### src/rtl/crscol_pkg.sv
package crscol_pkg;
  // Strobes passed from the control half to the datapath half.
  typedef struct packed {
    logic hbStart; // transmit just ended: load the heartbeat counter
    logic hbKill;  // heartbeat not allowed this cycle: clear the counter
  } hbStrobe_t;
endpackage

### src/rtl/crscol_ctrl.sv
module crscol_ctrl
  import crscol_pkg::*;
(
  input  logic      clk,
  input  logic      rst,
  input  logic      txActive,
  input  logic      fullDuplex,
  input  logic      speed100,
  input  logic      hbEnable,
  output hbStrobe_t strobe
);
  logic txPrev;
  logic hbEligible;

  always_ff @(posedge clk) begin
    if (rst) txPrev <= 1'b0;
    else     txPrev <= txActive;
  end

  // Heartbeat exists only for 10 Mb/s half duplex with the test enabled.
  // Leaving that mode in any way drops eligibility, so the counter is
  // cleared on any configuration change.
  assign hbEligible    = !fullDuplex && !speed100 && hbEnable;
  assign strobe.hbKill  = !hbEligible || txActive;
  assign strobe.hbStart = txPrev && !txActive;

  AST_START_AFTER_TX: assert property (@(posedge clk) disable iff (rst)
    strobe.hbStart |-> $past(txActive));
endmodule

### src/rtl/crscol_dp.sv
module crscol_dp
  import crscol_pkg::*;
#(
  parameter int HB_CYCLES = 25
) (
  input  logic      clk,
  input  logic      rst,
  input  logic      txActive,
  input  logic      rxActive,
  input  logic      fullDuplex,
  input  hbStrobe_t strobe,
  output logic      crs,
  output logic      col
);
  localparam int CNT_W = $clog2(HB_CYCLES + 1);
  localparam logic [CNT_W-1:0] HB_LOAD = CNT_W'(HB_CYCLES);

  logic [CNT_W-1:0] hbCnt;
  logic [CNT_W-1:0] hbCntNext;

  always_comb begin
    if (strobe.hbKill)       hbCntNext = '0;
    else if (strobe.hbStart) hbCntNext = HB_LOAD;
    else if (hbCnt != '0)    hbCntNext = hbCnt - 1'b1;
    else                     hbCntNext = hbCnt;
  end

  always_ff @(posedge clk) begin
    if (rst) begin
      hbCnt <= '0;
      crs   <= 1'b0;
      col   <= 1'b0;
    end else begin
      hbCnt <= hbCntNext;
      crs   <= rxActive || (!fullDuplex && txActive);
      col   <= !fullDuplex && ((txActive && rxActive) || (hbCntNext != '0));
    end
  end

  AST_RESET_LOW: assert property (@(posedge clk)
    rst |=> (!crs && !col));
  AST_FD_NO_COL: assert property (@(posedge clk) disable iff (rst)
    fullDuplex |=> !col);
  AST_FD_CRS_RX: assert property (@(posedge clk) disable iff (rst)
    fullDuplex |=> (crs == $past(rxActive)));
  AST_HD_CRS_TX: assert property (@(posedge clk) disable iff (rst)
    (!fullDuplex && (txActive || rxActive)) |=> crs);
  AST_HD_OVERLAP: assert property (@(posedge clk) disable iff (rst)
    (!fullDuplex && txActive && rxActive) |=> col);
  AST_KILL_ENDS: assert property (@(posedge clk) disable iff (rst)
    (strobe.hbKill && !(txActive && rxActive)) |=> !col);
endmodule

### src/rtl/crscol_gen.sv
module crscol_gen #(
  parameter int HB_CYCLES = 25
) (
  input  logic clk,
  input  logic rst,
  input  logic txActive,
  input  logic rxActive,
  input  logic fullDuplex,
  input  logic speed100,
  input  logic hbEnable,
  output logic crs,
  output logic col
);
  import crscol_pkg::*;

  hbStrobe_t strobe;

  crscol_ctrl i_ctrl (
    .clk        (clk),
    .rst        (rst),
    .txActive   (txActive),
    .fullDuplex (fullDuplex),
    .speed100   (speed100),
    .hbEnable   (hbEnable),
    .strobe     (strobe)
  );

  crscol_dp #(.HB_CYCLES(HB_CYCLES)) i_dp (
    .clk        (clk),
    .rst        (rst),
    .txActive   (txActive),
    .rxActive   (rxActive),
    .fullDuplex (fullDuplex),
    .strobe     (strobe),
    .crs        (crs),
    .col        (col)
  );

  AST_NO_HB_100: assert property (@(posedge clk) disable iff (rst)
    (speed100 && !(txActive && rxActive)) |=> !col);
  AST_NO_HB_OFF: assert property (@(posedge clk) disable iff (rst)
    (!hbEnable && !(txActive && rxActive)) |=> !col);
  AST_CFG_CHANGE: assert property (@(posedge clk) disable iff (rst)
    ($changed(fullDuplex) || $changed(speed100) || $changed(hbEnable)) &&
    !(txActive && rxActive) |=> !col);
endmodule

### config.mk
export PLATFORM = sky130hd
export DESIGN_NAME = crscol_gen
export DESIGN_NICKNAME = d
export VERILOG_FILES = /design/src/rtl/crscol_pkg.sv /design/src/rtl/crscol_ctrl.sv /design/src/rtl/crscol_dp.sv /design/src/rtl/crscol_gen.sv
export SDC_FILE = /design/constraint.sdc
export NUM_CORES = 1
export LEC_CHECK = 0
export BUFFER_PORTS_ARGS = -buffer_cell sky130_fd_sc_hd__buf_4
export CORE_AREA = 2 2 39 41
export DETAILED_ROUTE_END_ITERATION = 7
export DIE_AREA = 0 0 41 43
export MAX_ROUTING_LAYER = met4
export PLACE_DENSITY_LB_ADDON = 0.12
export SLEW_MARGIN = 30
export SYNTH_ARGS = -nofsm -noshare
export SYNTH_HDL_FRONTEND = slang
export SYNTH_SLANG_ARGS = --single-unit
export TNS_END_PERCENT = 50
### constraint.sdc
create_clock -name clk -period 3.1 [get_ports clk]
set_input_delay 0.31 -clock clk [delete_from_list [all_inputs] [get_ports clk]]
set_output_delay 0.31 -clock clk [all_outputs]
set_load 0.01 [all_outputs]
==> impl_results.md, run 1 <==
* Status: finished clean
* Buffer type at the clock tree root: sky130_fd_sc_hd__clkbuf_4
* Pin count of the biggest net entering global routing at 9
* Net count of the mapped netlist at 57
* Met2 Resource Use GR at 0.203
* Yosys warning total at 0
* Clock transition at the registers of the reported paths at 60 ps
* Leakage power total at 0.210 nW
* Number of clock sinks at 8
* Met3 Usage GRT at 0.0471
* Clk_lat worst skew at 260 ps
* Quantity of gates resized following cts at 0
* Effective utilization at floorplan at 0.315
* Post-layout minimum cycle time at 2100 ps
* Required time reported for the critical path endpoint at 3270 ps
* Post-route clock skew at 7.95 ps
* Area of the mapped netlist at 435 um^2
* Number of optimization iterations in the first detailed-route pass at 2
* DR vias at 386
* Std-Cell Rows at 14
* Quantity of I/O buffers inserted on ports at 8
* Busiest layer in global routing: met2
* Detailed router's first-iteration violation count at 4
* Setup crit start kind: register
* Area growth from synthesis to layout at 23.6%
* Ports at 9
* Kind of capture point of the worst setup path: register
* CTS H-Tree Depth at 1
* Routed wire per std cell at 11.4 um
* Die span in x at 41 um
* Class of the worst hold path: input pin to register
* Initial antenna violation count at 0
* Setup TNS Final at 0 ps
* Setup CP Type: register to register
* Highest net fanout along the worst path at 7
* Post-detailed-route DRC marker count at 0
* Worst ir drop on vdd at 172 uV
* Final number of setup-violating endpoints at 0
* RePlAce Congestion at 0.684
* Ratio of total power to cell area at 398 nW/um^2
* Setup repair after global routing missed its margin: false
* Core box area at 1380 um^2
* Area of the die at 1760 um^2
* Number of library cell types mapped by synthesis at 24
* Maximum capacitance violations at 0
* Wire length of the first global-routing pass at 1.59 mm
* Ratio of routed vias to standard cells at 5.08
* Synth Area per Inst at 8.89 um^2
* Final worst-path setup slack at 1000 ps
* Share of cells above drive strength 1 at 0.233
* Final count of pins violating max slew at 0
* Clock tree from TritonCTS: built
* Met1 GRT Util at 0.172
* CTS buffer count at 3
* Max Clock Freq at 0.477 GHz
* # diodes at 0
* Final standard cell utilization of the core at 0.389
* Maximum buffer depth of the clock tree at 2
* Layout Nets at 70
* Count of hold buffers inserted by post-cts repair at 0
* Flop and latch count out of synthesis at 8
* Final std cell area, no fill at 538 um^2
* Setup bufs post-CTS at 0
* Multi-input logic area at 260 um^2
* Vias in the first global route at 384
* Total global-route track usage at 0.143
* Synthesized netlist cell count at 49
* Non-filler instance count after layout at 76
* Post-Place Setup Slack at 1010 ps
* Die span in y at 43 um
* Gr ovfl total at 0
* Number of endpoints with negative hold slack in the final report at 0
* Total routed wirelength at 864 um
* Period utilization at 0.677
* Total Power at 214 uW
* Fin Hold WS at 227 ps
* Worst Tran Pin Value at 472 ps
* Sequential element share of the synthesized area at 0.368
* Data arrival time at the worst-slack endpoint at 2270 ps
* Area of placed instances at 515 um^2
* Worst-case headroom to the max-slew limit at 0.681
* Count of nets left with antenna violations after detail routing at 0
* Number of instances in the placed design at 73
* Fillcell total at 158
* Register Area at 160 um^2
* DPL Wire Length at 691 um
==> routing by layer <==
| metal | wire [um] | part of all wire |
|---|---|---|
| met2 | 426 | 0.49 |
| met3 | 45 | 0.052 |
| met1 | 366 | 0.42 |
| met5 | 0 | 0 |
| met4 | 25 | 0.029 |
==> where the power goes <==
part / switching, mW / internal (mW) / total (mW)
clock: 0.0386 / 0.0445 / 0.0831
sequential: 0.00177 / 0.105 / 0.107
combinational: 0.0111 / 0.0134 / 0.0245
==> Yosys cell counts <==
library cell	n	area (um^2)
sky130_fd_sc_hd__dfxtp_1	8	160
sky130_fd_sc_hd__nor2_1	8	30.0
sky130_fd_sc_hd__inv_1	4	15.0
sky130_fd_sc_hd__nor2b_1	4	25.0
sky130_fd_sc_hd__a21oi_1	3	15.0
sky130_fd_sc_hd__nor3_1	3	15.0
sky130_fd_sc_hd__nand2b_1	2	12.5
sky130_fd_sc_hd__a2111oi_0	1	8.76
sky130_fd_sc_hd__a2111oi_4	1	27.5
sky130_fd_sc_hd__a211o_1	1	8.76
sky130_fd_sc_hd__a211oi_1	1	7.51
sky130_fd_sc_hd__a22oi_1	1	7.51
sky130_fd_sc_hd__a41oi_1	1	8.76
sky130_fd_sc_hd__and4_4	1	11.3
sky130_fd_sc_hd__ha_1	1	12.5
sky130_fd_sc_hd__mux2i_1	1	10.0
sky130_fd_sc_hd__nand2_1	1	3.75
sky130_fd_sc_hd__nand3b_1	1	7.51
sky130_fd_sc_hd__nor4b_1	1	8.76
sky130_fd_sc_hd__o21ai_0	1	5.00
sky130_fd_sc_hd__o22ai_1	1	6.26
sky130_fd_sc_hd__or3_1	1	6.26
sky130_fd_sc_hd__or4b_4	1	13.8
sky130_fd_sc_hd__xnor2_1	1	8.76
==> final timing paths <==
| path | from | end | slack [ps] | cells after the start |
|---|---|---|---|---|
| min | fullDuplex | i_dp.col | 230 | 2 |
| max | i_dp.hbCnt[0] | i_dp.col | 1000 | 6 |
| min reg2reg | i_dp.hbCnt[4] | i_dp.hbCnt[4] | 580 | 2 |
| max reg2reg | i_dp.hbCnt[0] | i_dp.col | 1000 | 6 |
==> cell usage in the layout, fill, tap and decap left out, drive strengths merged, types with 2 or more instances in the layout <==
master,Yosys,routed
nor3,3,3
clkbuf,0,3
buf,0,8
nand2b,2,2
dfxtp,8,8
nor2b,4,4
a21oi,3,3
inv,4,4
nor2,8,8
a2111oi,2,2
==> area by class of cell <==
type | count | share of cell area
Timing Repair Buffer | 8 | 0.112
Sequential cell | 8 | 0.298
Tap cell | 16 | 0.0372
Multi-Input combinational cell | 37 | 0.484
Inverter | 4 | 0.0279
Clock buffer | 3 | 0.0419
==> cells by family (layout without fill, tap and decap cells) <==
family / after synthesis / in the layout / share of synthesized area
xor+xnor: 1 / 1 / 0.0201
fa+ha+maj: 1 / 1 / 0.0287
compound gates: 11 / 11 / 0.218
buf+inv: 4 / 15 / 0.0345
flops: 8 / 8 / 0.368
simple gates: 23 / 23 / 0.307
mux: 1 / 1 / 0.0230
==> sequential cells by signal, summed over array words and instances (netlist names) <==
register,count
i_dp.hbCnt,5
i_dp.crs,1
i_ctrl.txPrev,1
i_dp.col,1
==> worst max-delay path, cell delays in order (launching register included) <==
cell and delay [ps]:
sky130_fd_sc_hd__dfxtp_1 310, sky130_fd_sc_hd__inv_1 80, sky130_fd_sc_hd__ha_1 280, sky130_fd_sc_hd__or4b_4 520
sky130_fd_sc_hd__a211o_1 310, sky130_fd_sc_hd__and4_4 200, sky130_fd_sc_hd__a2111oi_4 310
(Power assumes the default switching activity.)
==> run 2, diff against run 1 <==
--- a/config.mk
+++ b/config.mk
@@ -5,6 +5,7 @@
 export SDC_FILE = /design/constraint.sdc
 export NUM_CORES = 1
 export LEC_CHECK = 0
+export ABC_AREA = 1
 export BUFFER_PORTS_ARGS = -buffer_cell sky130_fd_sc_hd__buf_4
 export CORE_AREA = 2 2 39 41
 export DETAILED_ROUTE_END_ITERATION = 7
==> constraint.sdc (replaced) <==
create_clock -name clk -period 2 [get_ports clk]
set_input_delay 0.2 -clock clk [delete_from_list [all_inputs] [get_ports clk]]
set_output_delay 0.2 -clock clk [all_outputs]
set_load 0.01 [all_outputs]
==> impl_results.md, run 2 <==
* Share of cells above drive strength 1 at 0.230 (was 0.233)
* Number of endpoints with negative hold slack in the final report at 0 (unchanged)
* Wire length of the first global-routing pass at 1.45 mm (was 1.59 mm)
* Count of hold buffers inserted by post-cts repair at 0 (unchanged)
* Pin count of the biggest net entering global routing at 9 (unchanged)
* Ports at 9 (unchanged)
* Fin Hold WS at 163 ps (was 227 ps)
* Largest register FFs at 5 (unchanged)
* Clock tree from TritonCTS: built (unchanged)
* CTS buffer count at 3 (unchanged)
* Synth cell count leaders: 13 x sky130_fd_sc_hd__inv_1, 13 x sky130_fd_sc_hd__nand2_1, 11 x sky130_fd_sc_hd__nor2_1 (was 8 x sky130_fd_sc_hd__dfxtp_1, 8 x sky130_fd_sc_hd__nor2_1, 4 x sky130_fd_sc_hd__inv_1, 4 x sky130_fd_sc_hd__nor2b_1)
* Post-layout minimum cycle time at 1400 ps (was 2100 ps)
* Layout Nets at 84 (was 70)
* Yosys warning total at 0 (unchanged)
* Total Power at 317 uW (was 214 uW)
* Area growth from synthesis to layout at 22.7% (was 23.6%)
* Cell type with the highest aggregate area in the netlist: sky130_fd_sc_hd__dfxtp_1 (unchanged)
* Net count of the mapped netlist at 72 (was 57)
* Std-Cell Rows at 14 (unchanged)
* Worst ir drop on vdd at 383 uV (was 172 uV)
* Final number of setup-violating endpoints at 0 (unchanged)
* Post-detailed-route DRC marker count at 0 (unchanged)
* Final count of pins violating max slew at 0 (unchanged)
* Setup TNS Final at 0 ps (unchanged)
* Maximum capacitance violations at 0 (unchanged)
* Number of library cell types mapped by synthesis at 16 (was 24)
* Kind of capture point of the worst setup path: register (unchanged)
* Slowest-stage cell, CP: sky130_fd_sc_hd__dfxtp_1 (was sky130_fd_sc_hd__or4b_4)
* Setup repair after global routing missed its margin: false (unchanged)
* Reg with most FFs: i_dp.hbCnt (unchanged)
* Post-route clock skew at 5.35 ps (was 7.95 ps)
* Quantity of I/O buffers inserted on ports at 8 (unchanged)
* Startpoint of the tightest hold check path: rst (was fullDuplex)
* RePlAce Congestion at 0.766 (was 0.684)
* Routed wire per std cell at 8.71 um (was 11.4 um)
* Required time reported for the critical path endpoint at 2140 ps (was 3270 ps)
* Final worst-path setup slack at 596 ps (was 1000 ps)
* Leading cell types in the layout, fill and taps excluded: 13 x sky130_fd_sc_hd__inv_1, 13 x sky130_fd_sc_hd__nand2_1, 11 x sky130_fd_sc_hd__nor2_1, 8 x sky130_fd_sc_hd__dfxtp_1, 8 x sky130_fd_sc_hd__buf_4 (was 8 x sky130_fd_sc_hd__nor2_1, 8 x sky130_fd_sc_hd__dfxtp_1, 8 x sky130_fd_sc_hd__buf_4, 4 x sky130_fd_sc_hd__inv_1, 4 x sky130_fd_sc_hd__nor2b_1)
* Main area contributors after synthesis: sky130_fd_sc_hd__dfxtp_1 37%, sky130_fd_sc_hd__inv_1 11%, sky130_fd_sc_hd__nand2_1 11%, sky130_fd_sc_hd__nor2_1 9.5%, sky130_fd_sc_hd__nand3_1 5.7% (was sky130_fd_sc_hd__dfxtp_1 37%, sky130_fd_sc_hd__nor2_1 6.9%, sky130_fd_sc_hd__a2111oi_4 6.3%, sky130_fd_sc_hd__nor2b_1 5.7%, sky130_fd_sc_hd__a21oi_1 3.4%)
* Period utilization at 0.702 (was 0.677)
* Fillcell total at 166 (was 158)
* Synth Area per Inst at 6.80 um^2 (was 8.89 um^2)
* Die span in x at 41 um (unchanged)
* Number of instances in the placed design at 87 (was 73)
* DPL Wire Length at 646 um (was 691 um)
* Setup CP Type: register to register (unchanged)
* Initial antenna violation count at 0 (unchanged)
* Data arrival time at the worst-slack endpoint at 1550 ps (was 2270 ps)
* Reg2Reg Launch Point: i_dp.hbCnt[0] (unchanged)
* Commonest register cell after synthesis: sky130_fd_sc_hd__dfxtp_1 (unchanged)
* DR vias at 387 (was 386)
* Area of the die at 1760 um^2 (unchanged)
* Ratio of routed vias to standard cells at 4.30 (was 5.08)
* Max Clock Freq at 0.712 GHz (was 0.477 GHz)
* Area of the mapped netlist at 435 um^2 (unchanged)
* Class of the worst hold path: input pin to register (unchanged)
* # diodes at 0 (unchanged)
* Clk_lat worst skew at 250 ps (was 260 ps)
* Non-filler instance count after layout at 90 (was 76)
* Die span in y at 43 um (unchanged)
* Delay contributed by the slowest stage of the critical path at 310 ps (was 520 ps)
* Number of enable-type register cells in the synthesized netlist at 0 (unchanged)
* Detailed router's first-iteration violation count at 2 (was 4)
* Effective utilization at floorplan at 0.315 (unchanged)
* Gr ovfl total at 0 (unchanged)
* Vias in the first global route at 375 (was 384)
* Final standard cell utilization of the core at 0.386 (was 0.389)
* Number of clock sinks at 8 (unchanged)
* Cell occurring most often along the worst timing path: sky130_fd_sc_hd__nor2_1
* Core box area at 1380 um^2 (unchanged)
* Flop and latch count out of synthesis at 8 (unchanged)
* Sequential element share of the synthesized area at 0.368 (unchanged)
* Area share of the largest cell type after synthesis at 0.368 (unchanged)
* Final std cell area, no fill at 534 um^2 (was 538 um^2)
* List of cells traversed by the critical path: inv_1 > ha_1 > nand3_2 > nand2_1 > nor2_1 > nor2_2 > nand3_1 > nor2_1 > nor2_1 (was inv_1 > ha_1 > or4b_4 > a211o_1 > and4_4 > a2111oi_4)
* Count of nets left with antenna violations after detail routing at 0 (unchanged)
* Leakage power total at 0.278 nW (was 0.210 nW)
* Quantity of gates resized following cts at 0 (unchanged)
* Clock transition at the registers of the reported paths at 60 ps (about the same)
* Critical path launch point: i_dp.hbCnt[0] (unchanged)
* Setup bufs post-CTS at 0 (unchanged)
* Status: finished clean (unchanged)
* Highest net fanout along the worst path at 6 (was 7)
* Worst Tran Pin Value at 262 ps (was 472 ps)
* Ratio of total power to cell area at 594 nW/um^2 (was 398 nW/um^2)
* Synthesized netlist cell count at 64 (was 49)
* Post-Place Setup Slack at 595 ps (was 1010 ps)
* Maximum buffer depth of the clock tree at 2 (unchanged)
* Buffer type at the clock tree root: sky130_fd_sc_hd__clkbuf_4 (unchanged)
* Async set or reset register ratio after synthesis at 0 (unchanged)
* Total routed wirelength at 784 um (was 864 um)
* CTS H-Tree Depth at 1 (unchanged)
* Area of placed instances at 512 um^2 (was 515 um^2)
* Number of optimization iterations in the first detailed-route pass at 2 (unchanged)
* Total global-route track usage at 0.130 (was 0.143)
* Setup crit start kind: register (unchanged)
* Worst-case headroom to the max-slew limit at 0.826 (was 0.681)
run 2: layout make-up:
cell class,count,area (um^2),share of cell area
timing repair buffer,8,60.1,0.112
clock buffer,3,22.5,0.0422
sequential,8,160,0.300
tap,16,20.0,0.0375
inverter,13,48.8,0.0913
multi-input combinational,42,223,0.417
run 2: layer usage:
layer / vias to the layer above / wire length, um / GRT usage
met5: - / 0 / -
met4: 0 / 10 / 0.100
met3: 2 / 25 / 0.0314
met2: 8 / 376 / 0.181
met1: 158 / 371 / 0.152
li1: 219 / - / -
run 2: report_power, final:
| part | internal (mW) | switching, mW |
|---|---|---|
| registers | 0.163 | 0.000924 |
| clock network | 0.0685 | 0.0527 |
| logic | 0.0162 | 0.0159 |
run 2: logic make-up after synthesis:
logic type	count (synthesis)	synth area share
buffers and inverters	14	0.121
flip-flops	8	0.368
AO/OA/AOI/OAI	3	0.0632
AND/OR/NAND/NOR	38	0.420
adder cells (fa/ha/maj)	1	0.0287
run 2: path summary, 6_finish.rpt:
path                                 endpoint  slack [ps]  cells past startpoint
worst max-delay path                 i_dp.col         600                      9
worst max register to register       i_dp.col         600                      9
worst min-delay path            i_dp.hbCnt[1]         160                      2
worst min register to register  i_dp.hbCnt[2]         570                      3
run 2: critical path: cells and delay by family, from the launching register on:
kind	cells	cell delay (ps)
DFF	1	310
adders and majority gates	1	290
and+or+nand+nor	7	590
buffers and inverters	1	110
